### src/rtl/flash_wprot_pkg.sv
package flash_wprot_pkg;

    typedef enum logic [1:0] {
        OP_PROG   = 2'b00,
        OP_ERASE  = 2'b01,
        OP_PROT   = 2'b10,
        OP_UNPROT = 2'b11
    } wp_op_e;

    typedef enum logic [1:0] {
        ST_LOCKOUT = 2'b00,
        ST_READ    = 2'b01,
        ST_WCYC    = 2'b10
    } wp_state_e;

    localparam int CTL_CE = 0;
    localparam int CTL_WE = 1;
    localparam int CTL_OE = 2;
    localparam int CTL_N  = 3;

endpackage

### src/rtl/flash_wprot_deglitch.sv
module flash_wprot_deglitch #(
    parameter int   STABLE_CYC = 3,
    parameter logic RST_VAL    = 1'b1
) (
    input  logic clk,
    input  logic rst_n,
    input  logic raw_i,
    output logic filt_o
);
    localparam int CNT_W = $clog2(STABLE_CYC + 1);
    localparam logic [CNT_W-1:0] RUN_LAST = CNT_W'(STABLE_CYC - 1);

    logic             filt_q;
    logic [CNT_W-1:0] run_q;

    // output flips only after raw has differed for STABLE_CYC samples
    always_ff @(posedge clk) begin
        if (!rst_n) begin
            filt_q <= RST_VAL;
            run_q  <= '0;
        end else if (raw_i == filt_q) begin
            run_q  <= '0;
        end else if (run_q == RUN_LAST) begin
            filt_q <= raw_i;
            run_q  <= '0;
        end else begin
            run_q  <= run_q + 1'b1;
        end
    end

    assign filt_o = filt_q;


    filt_follow_chk: assert property (@(posedge clk) disable iff (!rst_n)
        (filt_q != $past(filt_q)) |-> ($past(raw_i) == filt_q && $past(run_q) == RUN_LAST));

endmodule

### src/rtl/flash_wprot_bits.sv
module flash_wprot_bits
    import flash_wprot_pkg::*;
#(
    parameter int SECTORS = 8,
    parameter int SEC_W   = $clog2(SECTORS)
) (
    input  logic             clk,
    input  logic             rst_n,
    input  logic             cmd_valid_i,
    input  wp_op_e           op_i,
    input  logic [SEC_W-1:0] sec_i,
    input  logic             hv_unlock_i,
    input  logic [SEC_W-1:0] rd_sel_i,
    output logic             rd_prot_o,
    output logic             grant_o,
    output logic             err_o
);
    logic [SECTORS-1:0] prot_q;
    logic [SECTORS-1:0] prot_d;
    logic               all_prot;
    logic               locked;
    logic               ok;
    logic               grant_q;
    logic               err_q;

    assign all_prot = &prot_q;
    assign locked   = prot_q[sec_i] & ~hv_unlock_i;

    always_comb begin
        ok = 1'b0;
        unique case (op_i)
            OP_PROG, OP_ERASE: ok = ~locked;
            OP_PROT:           ok = 1'b1;
            OP_UNPROT:         ok = all_prot;
            default:           ok = 1'b0;
        endcase
    end

    always_comb begin
        prot_d = prot_q;
        if (cmd_valid_i && ok) begin
            if (op_i == OP_PROT)   prot_d[sec_i] = 1'b1;
            if (op_i == OP_UNPROT) prot_d[sec_i] = 1'b0;
        end
    end

    always_ff @(posedge clk) begin
        if (!rst_n) begin
            prot_q  <= '0;
            grant_q <= 1'b0;
            err_q   <= 1'b0;
        end else begin
            prot_q  <= prot_d;
            grant_q <= cmd_valid_i & ok;
            err_q   <= cmd_valid_i & ~ok;
        end
    end

    assign grant_o   = grant_q;
    assign err_o     = err_q;
    assign rd_prot_o = prot_q[rd_sel_i];


    locked_reject_chk: assert property (@(posedge clk) disable iff (!rst_n)
        (cmd_valid_i && (op_i == OP_PROG || op_i == OP_ERASE) && prot_q[sec_i] && !hv_unlock_i)
        |=> (err_o && !grant_o));


    hv_pass_chk: assert property (@(posedge clk) disable iff (!rst_n)
        (cmd_valid_i && (op_i == OP_PROG || op_i == OP_ERASE) && hv_unlock_i) |=> grant_o);


    bits_hold_chk: assert property (@(posedge clk) disable iff (!rst_n)
        (!cmd_valid_i || op_i == OP_PROG || op_i == OP_ERASE) |=> $stable(prot_q));


    unprot_refuse_chk: assert property (@(posedge clk) disable iff (!rst_n)
        (cmd_valid_i && op_i == OP_UNPROT && !(&prot_q)) |=> (err_o && $stable(prot_q)));

endmodule

### src/rtl/flash_wprot_gate.sv
module flash_wprot_gate
    import flash_wprot_pkg::*;
#(
    parameter int SECTORS    = 8,
    parameter int GLITCH_CYC = 3,
    localparam int SEC_W     = $clog2(SECTORS)
) (
    input  logic             clk,
    input  logic             rst_n,
    input  logic             hv_unlock_i,
    input  logic             ce_n_i,
    input  logic             we_n_i,
    input  logic             oe_n_i,
    input  logic [SEC_W-1:0] addr_hi_i,
    input  logic [1:0]       op_i,
    input  logic [SEC_W-1:0] prot_sel_i,
    output logic             prot_rd_o,
    output logic             grant_o,
    output logic             err_o,
    output logic             read_array_o
);
    wp_state_e        state_q;
    wp_state_e        state_d;
    logic [CTL_N-1:0] ctl_raw;
    logic [CTL_N-1:0] ctl_f;
    logic             wr_look;
    logic             accept;

    assign ctl_raw = {oe_n_i, we_n_i, ce_n_i};

    // filters start write-looking so lockout needs a real idle observation
    for (genvar k = 0; k < CTL_N; k++) begin : g_filt
        flash_wprot_deglitch #(
            .STABLE_CYC (GLITCH_CYC),
            .RST_VAL    ((k == CTL_OE) ? 1'b1 : 1'b0)
        ) filt_i (
            .clk    (clk),
            .rst_n  (rst_n),
            .raw_i  (ctl_raw[k]),
            .filt_o (ctl_f[k])
        );
    end

    assign wr_look = ~ctl_f[CTL_CE] & ~ctl_f[CTL_WE] & ctl_f[CTL_OE];

    always_ff @(posedge clk) begin
        if (!rst_n) state_q <= ST_LOCKOUT;
        else        state_q <= state_d;
    end

    always_comb begin
        state_d = state_q;
        accept  = 1'b0;
        unique case (state_q)
            ST_LOCKOUT: if (!wr_look) state_d = ST_READ;
            ST_READ:    if (wr_look)  state_d = ST_WCYC;
            ST_WCYC: begin
                if (!wr_look) begin
                    state_d = ST_READ;
                    accept  = ctl_f[CTL_WE] & ~ctl_f[CTL_CE] & ctl_f[CTL_OE];
                end
            end
            default: state_d = ST_LOCKOUT;
        endcase
    end

    assign read_array_o = (state_q == ST_READ);

    flash_wprot_bits #(
        .SECTORS (SECTORS),
        .SEC_W   (SEC_W)
    ) bits_i (
        .clk         (clk),
        .rst_n       (rst_n),
        .cmd_valid_i (accept),
        .op_i        (wp_op_e'(op_i)),
        .sec_i       (addr_hi_i),
        .hv_unlock_i (hv_unlock_i),
        .rd_sel_i    (prot_sel_i),
        .rd_prot_o   (prot_rd_o),
        .grant_o     (grant_o),
        .err_o       (err_o)
    );


    gnt_err_excl_chk: assert property (@(posedge clk) disable iff (!rst_n)
        !(grant_o && err_o));


    gnt_single_chk: assert property (@(posedge clk) disable iff (!rst_n)
        grant_o |=> !grant_o);


    pulse_src_chk: assert property (@(posedge clk) disable iff (!rst_n)
        (grant_o || err_o) |-> ($past(state_q) == ST_WCYC && state_q == ST_READ));


    lockout_quiet_chk: assert property (@(posedge clk) disable iff (!rst_n)
        (state_q == ST_LOCKOUT) |=> (!grant_o && !err_o));

endmodule

### config.mk
export PLATFORM = sky130hd
export DESIGN_NAME = flash_wprot_gate
export DESIGN_NICKNAME = d
export VERILOG_FILES = /design/src/rtl/flash_wprot_pkg.sv /design/src/rtl/flash_wprot_deglitch.sv /design/src/rtl/flash_wprot_bits.sv /design/src/rtl/flash_wprot_gate.sv
export SDC_FILE = /design/constraint.sdc
export NUM_CORES = 1
export LEC_CHECK = 0
export ABC_AREA = 1
export BUFFER_PORTS_ARGS = -buffer_cell sky130_fd_sc_hd__buf_2
export CELL_PAD_IN_SITES_DETAIL_PLACEMENT = 2
export CELL_PAD_IN_SITES_GLOBAL_PLACEMENT = 2
export CORE_ASPECT_RATIO = 0.75
export CORE_MARGIN = 2
export CORE_UTILIZATION = 28
export DETAILED_ROUTE_END_ITERATION = 16
export PLACE_DENSITY = 0.79
export SLEW_MARGIN = 20
export SYNTH_ARGS = -nofsm -noshare
export SYNTH_HDL_FRONTEND = slang
export SYNTH_SLANG_ARGS = --single-unit
### constraint.sdc
create_clock -name clk -period 1.3 [get_ports clk]
set_input_delay 0.13 -clock clk [delete_from_list [all_inputs] [get_ports clk]]
set_output_delay 0.13 -clock clk [all_outputs]
set_load 0.01 [all_outputs]
Word-level counts from Yosys, hierarchy flattened:

Index checks and enable logic that the tools add are counted.

* bits in registers: 21
* logic and storage cells: 77
* output and inout bits: 4
* input bits: 14

* reductions and logical operators: 14
* bitwise operators: 19
* eq/ne operators: 13
* order comparisons: 3
* muxes and demuxes: 15
* add/sub/neg operators: 3

Operator list (count)
* 8-bit two-way mux: 3
* 2-bit == test, second input constant: 6
* 1-bit inverter: 9
* 3-bit OR reduction: 3
* 8-bit bitwise AND: 1
* 3-bit by 4-bit less-than comparator with 1-bit output, second input constant: 2
* 8-bit inverter: 1
* 8-bit OR: 1
* 2-bit AND reduction: 4
* 8-bit AND reduction: 1
* 1-bit bitwise AND: 7
* 2-bit by 1-bit adder with 2-bit output, second input constant: 3
* 1-bit binary-select mux with 3-bit select: 2
* 1-bit two-way mux: 5
* 2-bit by 1-bit == test with 1-bit output, second input constant: 2
* 2-bit zero test: 2
* 2-bit two-way mux: 2
* 2-bit one-hot mux with 2 select lines: 1
* 2-bit OR reduction: 2
* 1-bit demux with 3-bit select: 1
* 1-bit == test: 3
* 3-bit by 1-bit >= comparator with 1-bit output, second input constant: 1
* 1-bit one-hot mux with 3 select lines: 1
* 1-bit logical AND: 2
* other kinds (2): 2

Longest topological paths before layout:

Gate-level depths: netlist of the first run.

* depth in word-level cells: 9
* depth in mapped cells: 10
* gate-level depth less buffers: 9

By module:

Synthesis of the first run repeated with hierarchy kept, for this count alone.

* cells, all modules: 202
* area total of the unflattened synthesis: 1307.5 um^2

By module, submodules not included
* flash_wprot_bits: times used 1, sequential area each 200.2 um^2, cells an instance 136, area an instance 812.0 um^2
* flash_wprot_deglitch (g_filt[0].filt_i ...): times used 2, sequential area each 60.1 um^2, cells an instance 18, area an instance 136.4 um^2
* flash_wprot_deglitch (g_filt[2].filt_i): times used 1, sequential area each 60.1 um^2, cells an instance 16, area an instance 128.9 um^2
* flash_wprot_gate: times used 1, sequential area each 40.0 um^2, cells an instance 14, area an instance 93.8 um^2

Worst setup path after synthesis of the first run:

OpenSTA, ideal clock, no wires.

* kind: flip-flop to flip-flop
* from: register g_filt[2].filt_i.filt_q
* to: register bits_i.prot_q[0]
* data required time: 1.168 ns
* clock period less this slack: 1.299 ns
* stages on the path, launching flop included: 6
* library setup time: 0.132 ns
* setup slack: 0.001 ns
* path buffers: 0
* data arrival time: 1.167 ns
* cell sequence: dfxtp_1 inv_1 nor4_4 nand3_4 nand2_1 a21oi_1

* word-level cells in the longest chain between the ends: 4
* elaborated cells between the ends (all ways): 5
* those cells by class: mux: 2; bitwise: 2; reduce/logical: 1

Ends and longest elaborated chain
* from (decl): RTL line flash_wprot_deglitch.sv:13 `logic filt_q;`
* from (signal assigned): RTL line flash_wprot_deglitch.sv:24 `filt_q <= raw_i;`
* 1-bit bitwise AND (on tied branches): RTL line flash_wprot_gate.sv:60, flash_wprot_gate.sv:44
* 1-bit two-way mux (*): RTL line flash_wprot_gate.sv:58 `if (!wr_look) begin`
* 1-bit two-way mux (*): RTL line flash_wprot_gate.sv:54 `unique case (state_q)`
* 1-bit logical AND (*): RTL line flash_wprot_bits.sv:41 `if (cmd_valid_i && ok) begin`
* to (signal assigned): RTL line flash_wprot_bits.sv:53 `prot_q <= prot_d;`
* to (decl): RTL line flash_wprot_bits.sv:18 `logic [SECTORS-1:0] prot_q;`

Every way passes the cells marked *; elsewhere a longest branch is shown, timed or not.
A chain may end at the register's enable or synchronous reset.

Worst setup path after layout of the first run:

* from: register bits_i.prot_q[0]
* to: register bits_i.prot_q[3]

* word-level cells in the longest chain between the ends: 6
* elaborated cells between the ends (all ways): 7
* those cells by class: mux: 3; bitwise: 2; reduce/logical: 2

Ends and longest elaborated chain
* 1-bit binary-select mux with 3-bit select: RTL line flash_wprot_bits.sv:27 `assign locked = prot_q[sec_i] & ~hv_unlock_i;`
* 1-bit two-way mux (implied by the code): RTL line flash_wprot_bits.sv:27
* 1-bit bitwise AND: RTL line flash_wprot_bits.sv:27
* 1-bit inverter: RTL line flash_wprot_bits.sv:32 `OP_PROG, OP_ERASE: ok = ~locked;`
* 1-bit one-hot mux with 3 select lines (*): RTL line flash_wprot_bits.sv:31 `unique case (op_i)`
* 1-bit logical AND (*): RTL line flash_wprot_bits.sv:41

Every way passes the cells marked *; elsewhere a longest branch is shown, timed or not. The select of a mux whose other input is x is not followed.

==> summary by stage, run 1 <==
STA
The highest achievable clock rate is between 0.6 and 0.7 GHz. The clock arrives with between 0.006 and 0.007 ns of skew. Once routing completed, OpenROAD measured the worst setup slack at -0.193 ns. Setup repair after global routing could not meet its margin everywhere. The tightest hold path in the finished design has a slack of between 0.15 and 0.2 ns. The final hold violation count came to 0. The actual transition at the worst max-transition pin is between 0.5 and 0.6 ns. The final cycle utilization of the critical path is 115%. Setup violations remaining at the end of the flow were counted as 11. The relative slew slack is between 60 and 70%. After layout, the minimum clock period comes to roughly 1.5 ns. The total count of max-transition violations in the final report was 0.

Logic synthesis
The most used flip-flop cell after synthesis is dfxtp_1. The area share of the leading cell type in the synthesized netlist is about a third. The number of enable-type register cells in the synthesized netlist is 0. Sequential elements use roughly 34% of the synthesized area. The biggest area consumer among synthesized cells is dfxtp_1.

After synthesis, the netlist uses 27 different library cells. After synthesis, the most frequently instantiated cells are 40 x nand2_1, 21 x dfxtp_1, 21 x inv_1, 18 x a21oi_1, 17 x nand4_1. The number of instances in the synthesized netlist is 180. The synthesized area divided by synthesized cell count is approximately 7.0 µm².

Among all cell types in the netlist, the one instantiated most often is nand2_1. Summing every instance area after synthesis gives 1250 µm². By area the synthesized netlist is led by dfxtp_1 34%, nand2_1 12%, nand4_1 8.5%, a21oi_1 7.2%, inv_1 6.3%. For this run, asynchronously set or reset flops after synthesis account for 0%.

The synthesized net count is slightly below 200. The total of flip-flops plus latches after synthesis is 21. For this run, the number of Yosys warnings is 0.

Cells and area
The number of antenna diodes in the final layout is 0. In the final layout, flip-flops and latches occupy roughly 450 µm². Summing all non-filler instances in the final layout gives an area of around 1800 µm². The post-route netlist has around 45% of its cells at a drive strength greater than 1. The total area of multi-input combinational cells is ~800 µm². The post-route non-filler standard cell count is 287. The number of fill cells in the layout is about 530. At the end of the flow, the number of nets in the layout was around 250. From synthesis to final layout, the design area changed by 46.9%.

Setup path
Data arrives at the worst endpoint at approximately 1.7 ns. STA classifies the critical path startpoint as a flop. The critical path required time is 1.49 ns. The maximum net fanout on the critical path is 6. The endpoint class of the critical path is a flop. The setup path with the least slack is of type reg2reg.

Clock network
The number of buffers added by the clock tree synthesis step is 3. The root buffer selected by CTS is clkbuf_8. In this run the number of H-tree levels came out at 1.

The clock tree from TritonCTS is built. The clock sink count is 21. Clock-pin slew was measured on the worst setup and hold paths at around 0.080 ns. The deepest clock path buffer count is 2. For the worst-skew pair, the clock arrives at the later sink with an insertion delay of between 0.2 and 0.3 ns. The number of buffers inserted for hold repair after clock tree synthesis is 0.

Drt
The final wirelength is around 5800 µm. Before antenna repair, the detailed router went through 4 iterations. In the final routed layout, each cell accounts on average for approximately 20 µm. The vias per cell is 5.30.

The remaining routing DRC violations is 0. The total via count in the routed design is 1522. The iteration-0 DRC count of the detailed router is 43. Once detail routing completed, the nets flagged for antenna violations numbered 0.

Power and ir drop
For this design the static power due to leakage is 0.803 nW. The design draws between 1 and 1.5 mW. The power density normalized to cell area is between 700 and 800 nW/µm². The maximum resistive drop on vdd is 0.487 mV.

Placed design
The number of cells after detailed placement is approximately 270. The HPWL after detailed placement is between 3000 and 4000 µm. The count of port buffers added during placement is 17. The placed standard-cell area is ~1600 µm². The weighted congestion at the end of routability-driven global placement is about 0.83.

Run status
The run finished, with violations left. The checks that failed: negative setup slack.

GRT
The first-pass GRT wire length is roughly 8600 µm. The number of antenna violations at the first check in global routing is 0. After global routing the overflow that remains totals 0. The largest net degree at the start of global routing is 15.

Global routing used between 20% and 30% of the available tracks. The number of global-route vias before repair is ~1700.

Job
The tool flagged a number of max-cap violations equal to 0.

Floorplanning
The core area is ~4400 µm². The floorplan step defined a die boundary enclosing about 5000 µm². Once the floorplan was initialized, standard cells occupied roughly 29% of the core. The height of the die is just over 60 µm.

The number of rows in the core area is 21. The x dimension of the die is a little over 80 µm. The boundary pin count is 18.

Hold path
The worst hold path belongs to the class in2reg.
[cell usage in the layout (no fill, tap or decap)]
cell       n
a211oi_1   1
a211oi_2   1
a21oi_1   12
a21oi_2    6
a32oi_1    1
buf_12     2
buf_2     17
buf_4     28
buf_6      4
clkbuf_1   1
clkbuf_8   3
dfxtp_1   11
dfxtp_2    5
dfxtp_4    5
ha_1       3
inv_1     14
inv_2      7
inv_4      1
inv_6      1
nand2_1   26
nand2_2   14
nand2_4    2
nand3_1    7
nand3_2    1
nand3_4    2
nand3b_1   1
nand4_1   17
nor2_1    13
nor2_2     1
nor3_1     1
nor4_4     1
o211a_1    1
o211ai_1   2
o21a_1     1
o21ai_0    9
o21ai_1    4
o21ai_4    1
o21bai_1   2
o21bai_2   1
[worst paths after layout]
check | start | to | slack, ns | cells after the start
min reg2reg | g_filt[1].filt_i.run_q[0] | g_filt[1].filt_i.run_q[0] | 0.42 | 1
max reg2reg | bits_i.prot_q[0] | bits_i.prot_q[3] | -0.19 | 9
min | oe_n_i | g_filt[2].filt_i.filt_o | 0.15 | 3
max | bits_i.prot_q[0] | bits_i.prot_q[3] | -0.19 | 9
[power breakdown]
group | leakage [nW] | switching (mW) | internal (mW)
sequential | 0.177 | 0.0145 | 0.655
combinational | 0.603 | 0.163 | 0.0990
clock | 0.0228 | 0.223 | 0.219
[kinds of logic (layout without fill, tap and decap cells)]
| family | count (synthesis) | count (layout) | share of synthesized area (%) |
|---|---|---|---|
| compound gates | 42 | 42 | 20.3 |
| fa+ha+maj | 3 | 3 | 3.00 |
| buf+inv | 29 | 78 | 10.1 |
| flops | 21 | 21 | 33.6 |
| simple gates | 85 | 86 | 33.0 |
[per-stage QoR]
stage,utilization [%],TNS [ns],worst slack [ns]
4_1_cts,39.7,-1.10,-0.161
3_5_place_dp,35.7,-1.38,-0.177
6_report,41.9,-1.56,-0.193
2_1_floorplan,-,0,0.00112
5_1_grt,41.9,-2.32,-0.288
3_3_place_gp,35.7,-0.611,-0.0814
[layout make-up]
type	instances	area share [%]
multi-input combinational	131	43.6
sequential	21	24.2
timing repair buffer	51	20.7
inverter	23	5.11
tap	57	3.88
clock buffer	4	2.45
[metal layers]
layer / share of wire (%) / global-route usage [%] / vias up
li1: - / - / 723
met1: 43 / 28.3 / 758
met2: 51 / 43.6 / 37
met3: 5.0 / 4.19 / 4
met4: 1.2 / 5.33 / 0
met5: 0 / 0 / -
[critical path, stage by stage (launching register included)]
cell and delay (ns):
dfxtp_4 0.35, inv_2 0.07, nand2_1 0.11, nand3_2 0.10
nand2_2 0.08, o21ai_4 0.18, buf_12 0.14, buf_12 0.11
nand4_1 0.11, a21oi_2 0.17
[timing repair]
| action | 4_1_cts | 5_1_grt |
|---|---|---|
| cloned | 2 | 1 |
| endpoints found under the setup margin | 11 | 13 |
| pin swaps | 14 | 18 |
| gates resized for setup | 29 | 31 |
| endpoints found under the hold margin | 0 | 0 |
| setup buffers | 6 | 3 |
[sequential cells by signal, indices dropped and copies added, names as in the netlist]
register              flops
bits_i.err_o              1
bits_i.prot_q             8
g_filt.filt_i.filt_o      3
g_filt.filt_i.run_q       6
bits_i.grant_o            1
state_q                   2
(Power assumes the default switching activity.)
==> inputs of run 2 (changes only) <==
--- a/config.mk
+++ b/config.mk
@@ -7,11 +7,9 @@
 export LEC_CHECK = 0
 export ABC_AREA = 1
 export BUFFER_PORTS_ARGS = -buffer_cell sky130_fd_sc_hd__buf_2
-export CELL_PAD_IN_SITES_DETAIL_PLACEMENT = 2
-export CELL_PAD_IN_SITES_GLOBAL_PLACEMENT = 2
 export CORE_ASPECT_RATIO = 0.75
 export CORE_MARGIN = 2
-export CORE_UTILIZATION = 28
+export CORE_UTILIZATION = 50
 export DETAILED_ROUTE_END_ITERATION = 16
 export PLACE_DENSITY = 0.79
 export SLEW_MARGIN = 20
==> run 2 against run 1 <==
The run still ends with negative setup slack left. Global-route usage grew 2.1 points. Critical path type unchanged. Clock power down 31%. Largest power group unchanged. Combinational power fell by 15%. Utilization grew 29 points. Register-to-register slack better by 0.02 ns. Final area decreased by 10%. Critical path depth decreased by 2. Clock skew up 0.0060 ns. Critical endpoint is now bits_i.prot_q[5]. Clock-buffer cell count is 1 lower.
==> summary by stage, run 2 (same netlist as run 1, synthesis figures left out) <==
STA
Headroom to the max-slew limit came out at between 70% and 80%. Of the available clock period, the critical path in the final layout requires 113%. The final worst slack is -0.171 ns. Setup repair after global routing could not meet its margin everywhere. The total count of max-transition violations in the final report is 0. For the final database, setup skew stands at 0.0122 ns. At the pin with the least slew margin, the transition time is about 0.44 ns. The highest achievable clock rate is approximately 0.68 GHz. Setup total negative slack on the finished layout was measured at -1.46 ns. The count of final setup violators is 11. The post-route minimum period is between 1 and 1.5 ns. The worst hold margin is just over 0.07 ns. The final hold violation count is 0.

GRT
The number of antenna violations at the first check in global routing is 0. In the global route stage, overall resource usage came out at ~25%. The largest net degree at the start of global routing is 15. The first global-routing pass estimated between 5000 and 6000 µm of wire. The number of global-route vias before repair is roughly 1200. After global routing the overflow that remains totals 0.

Cells and area
The flip-flop count of the largest register after layout is 8. The register area is around 430 µm². bits_i.prot_q holds more flip-flops than any other register. The number of fill cells in the layout is between 150 and 200.

For this run, the number of standard cells in the final layout without fillers is approximately 260. The number of nets in the layout is 240. Summing all multi-input logic gate instances after layout gives 742 µm². The count of inserted antenna diode cells is 0. In the final layout, the share of cells above drive strength 1 is roughly a third. The most frequent standard cell in the layout excluding fill and tap cells is nand2_1. The signed area change from the synthesized netlist to the final layout is 31.5%. The share of the core filled with cells is roughly 71%. The library cells used most frequently in the layout, excluding fill and tap cells, are 38 x nand2_1, 18 x inv_1, 18 x buf_4.

Setup path
The critical path buffer and inverter count is 2. The slack of the worst reg-to-reg path is -0.17 ns. The worst register-to-register path has a depth of 7. The capture instance of the worst register-to-register path is bits_i.prot_q[5]. Traced cell by cell, the critical path runs through buf_4 > nand4_1 > o21bai_4 > buf_6 > nand3_4 > nand2_1 > a21oi_2. The critical path in this run is classified as reg2reg. STA classifies the critical path endpoint as a flop.

The critical path required time is 1.49 ns. Of all nets on the critical path, the largest fanout is 5. The largest stage delay on the critical path is around 0.37 ns. The cell at the slowest stage of the critical path is dfxtp_4. The type of origin of the critical path is a flop. The cell class contributing the biggest share of worst-path delay is flip-flops.

The signal arrival time at the worst endpoint is roughly 1.7 ns. The worst register-to-register path begins at bits_i.prot_q[6].

Drt
After detailed routing, the number of vias per cell comes to 5.64. The final wirelength is 3490 µm. The remaining routing DRC violations is 0.

For this block, the via count after detailed routing is roughly 1400. The average wire length per cell after detail routing is roughly 14 µm. The number of nets with antenna violations after routing is 0. The number of detailed-routing iterations run before antenna repair is 5. The iteration-0 DRC count of the detailed router is 130.

Hold path
The startpoint identified for the worst hold timing path is oe_n_i. The worst hold-check path type is in2reg. The endpoint of the worst hold-timing path is g_filt[2].filt_i.filt_o.

The worst hold path passes through 3 cells.

Floorplanning
The core area is around 2300 µm². Row generation in the floorplan step produced 15 rows. The initial utilization of the core area, before any placement, comes to a little over half. The height of the die is around 47 µm.

The floorplan step set the die width to between 60 and 70 µm. The boundary pin count is 18. The die covers approximately 2900 µm².

Clock network
The clock sink count is 21. After clock tree synthesis, the clock-pin slew on the worst setup and hold paths is 0.12 ns. The tree is rooted in a clkbuf_4.

The clock latency on the worst-skew pair is about 0.3 ns. The clock passes through at most 2 buffers. In this run, CTS created clock tree buffers numbering 3. TritonCTS built the clock tree. The level count of the clock H-tree is 1.

Power and ir drop
For this design the ratio of total power to cell area is between 700 and 800 nW/µm². The maximum resistive drop on vdd is between 0.7 and 0.8 mV. The analysis attributes to cell leakage a power of roughly 0.73 nW. The total power is 1.20 mW.

Placed design
The count of buffers added on input and output ports is 17. Including well taps, the total number of placed cells is about 240. The weighted congestion at the end of routability-driven global placement is 1.02. The post-DP HPWL is roughly 2400 µm.

Run status
The final reports fail on negative setup slack. The flow ran to the end, but the final reports show violations.

Job
Max-cap violations in this run came to 0.
## run 2: how the worst max path moves through the flow
stage | from | to | slack [ns] | depth (start not counted)
final | bits_i.prot_q[6] | bits_i.prot_q[5] | -0.17 | 7
after global routing | bits_i.prot_q[5] | bits_i.prot_q[6] | -0.24 | 9
after floorplan | g_filt[2].filt_i.filt_o | bits_i.prot_q[0] | 0.001 | 5
after CTS | bits_i.prot_q[5] | prot_rd_o | -0.14 | 6
after global placement | bits_i.prot_q[6] | bits_i.prot_q[5] | -0.04 | 5
after detailed placement | bits_i.prot_q[6] | bits_i.prot_q[5] | -0.06 | 5
## run 2: stage by stage
step / setup slack [ns] / cell area, µm²
6_report: -0.171 / 1650
5_1_grt: -0.238 / 1650
4_1_cts: -0.142 / 1610
3_5_place_dp: -0.0563 / 1480
3_3_place_gp: -0.0431 / 1480
2_1_floorplan: 0.00112 / 1250
## run 2: final cells by class
cell class / instances / area share, %
repair buffers: 43 / 18.9
clock inverters: 1 / 0.304
well taps: 34 / 2.59
inverters: 23 / 5.55
clock buffers: 3 / 1.37
flip-flops and latches: 21 / 26.2
multi-input cells: 131 / 45.1
## run 2: timing repair
item | CTS | global route
gates resized for setup | 20 | 8
pin swaps | 13 | 12
gates cloned | 1 | 0
endpoints found under the hold margin | 0 | 0
setup endpoints to repair | 9 | 11
setup buffers | 7 | 1
hold buffers | 0 | 0
## run 2: worst reg2reg max path, stage by stage, from the launching register on
cell      delay (ns)
dfxtp_4         0.37
buf_4           0.13
nand4_1         0.16
o21bai_4        0.29
buf_6           0.14
nand3_4         0.10
nand2_1         0.11
a21oi_2         0.06
## run 2: report_power, final
group / switching (mW) / internal [mW]
Sequential: 0.0104 / 0.660
Combinational: 0.136 / 0.0860
Clock: 0.192 / 0.115
Total: 0.338 / 0.861
## run 2: layer usage
metal	share of wire (%)	GRT usage, %
met2	44	39.4
met4	0.49	2.55
met3	11	8.26
met1	44	35.6
met5	0	0
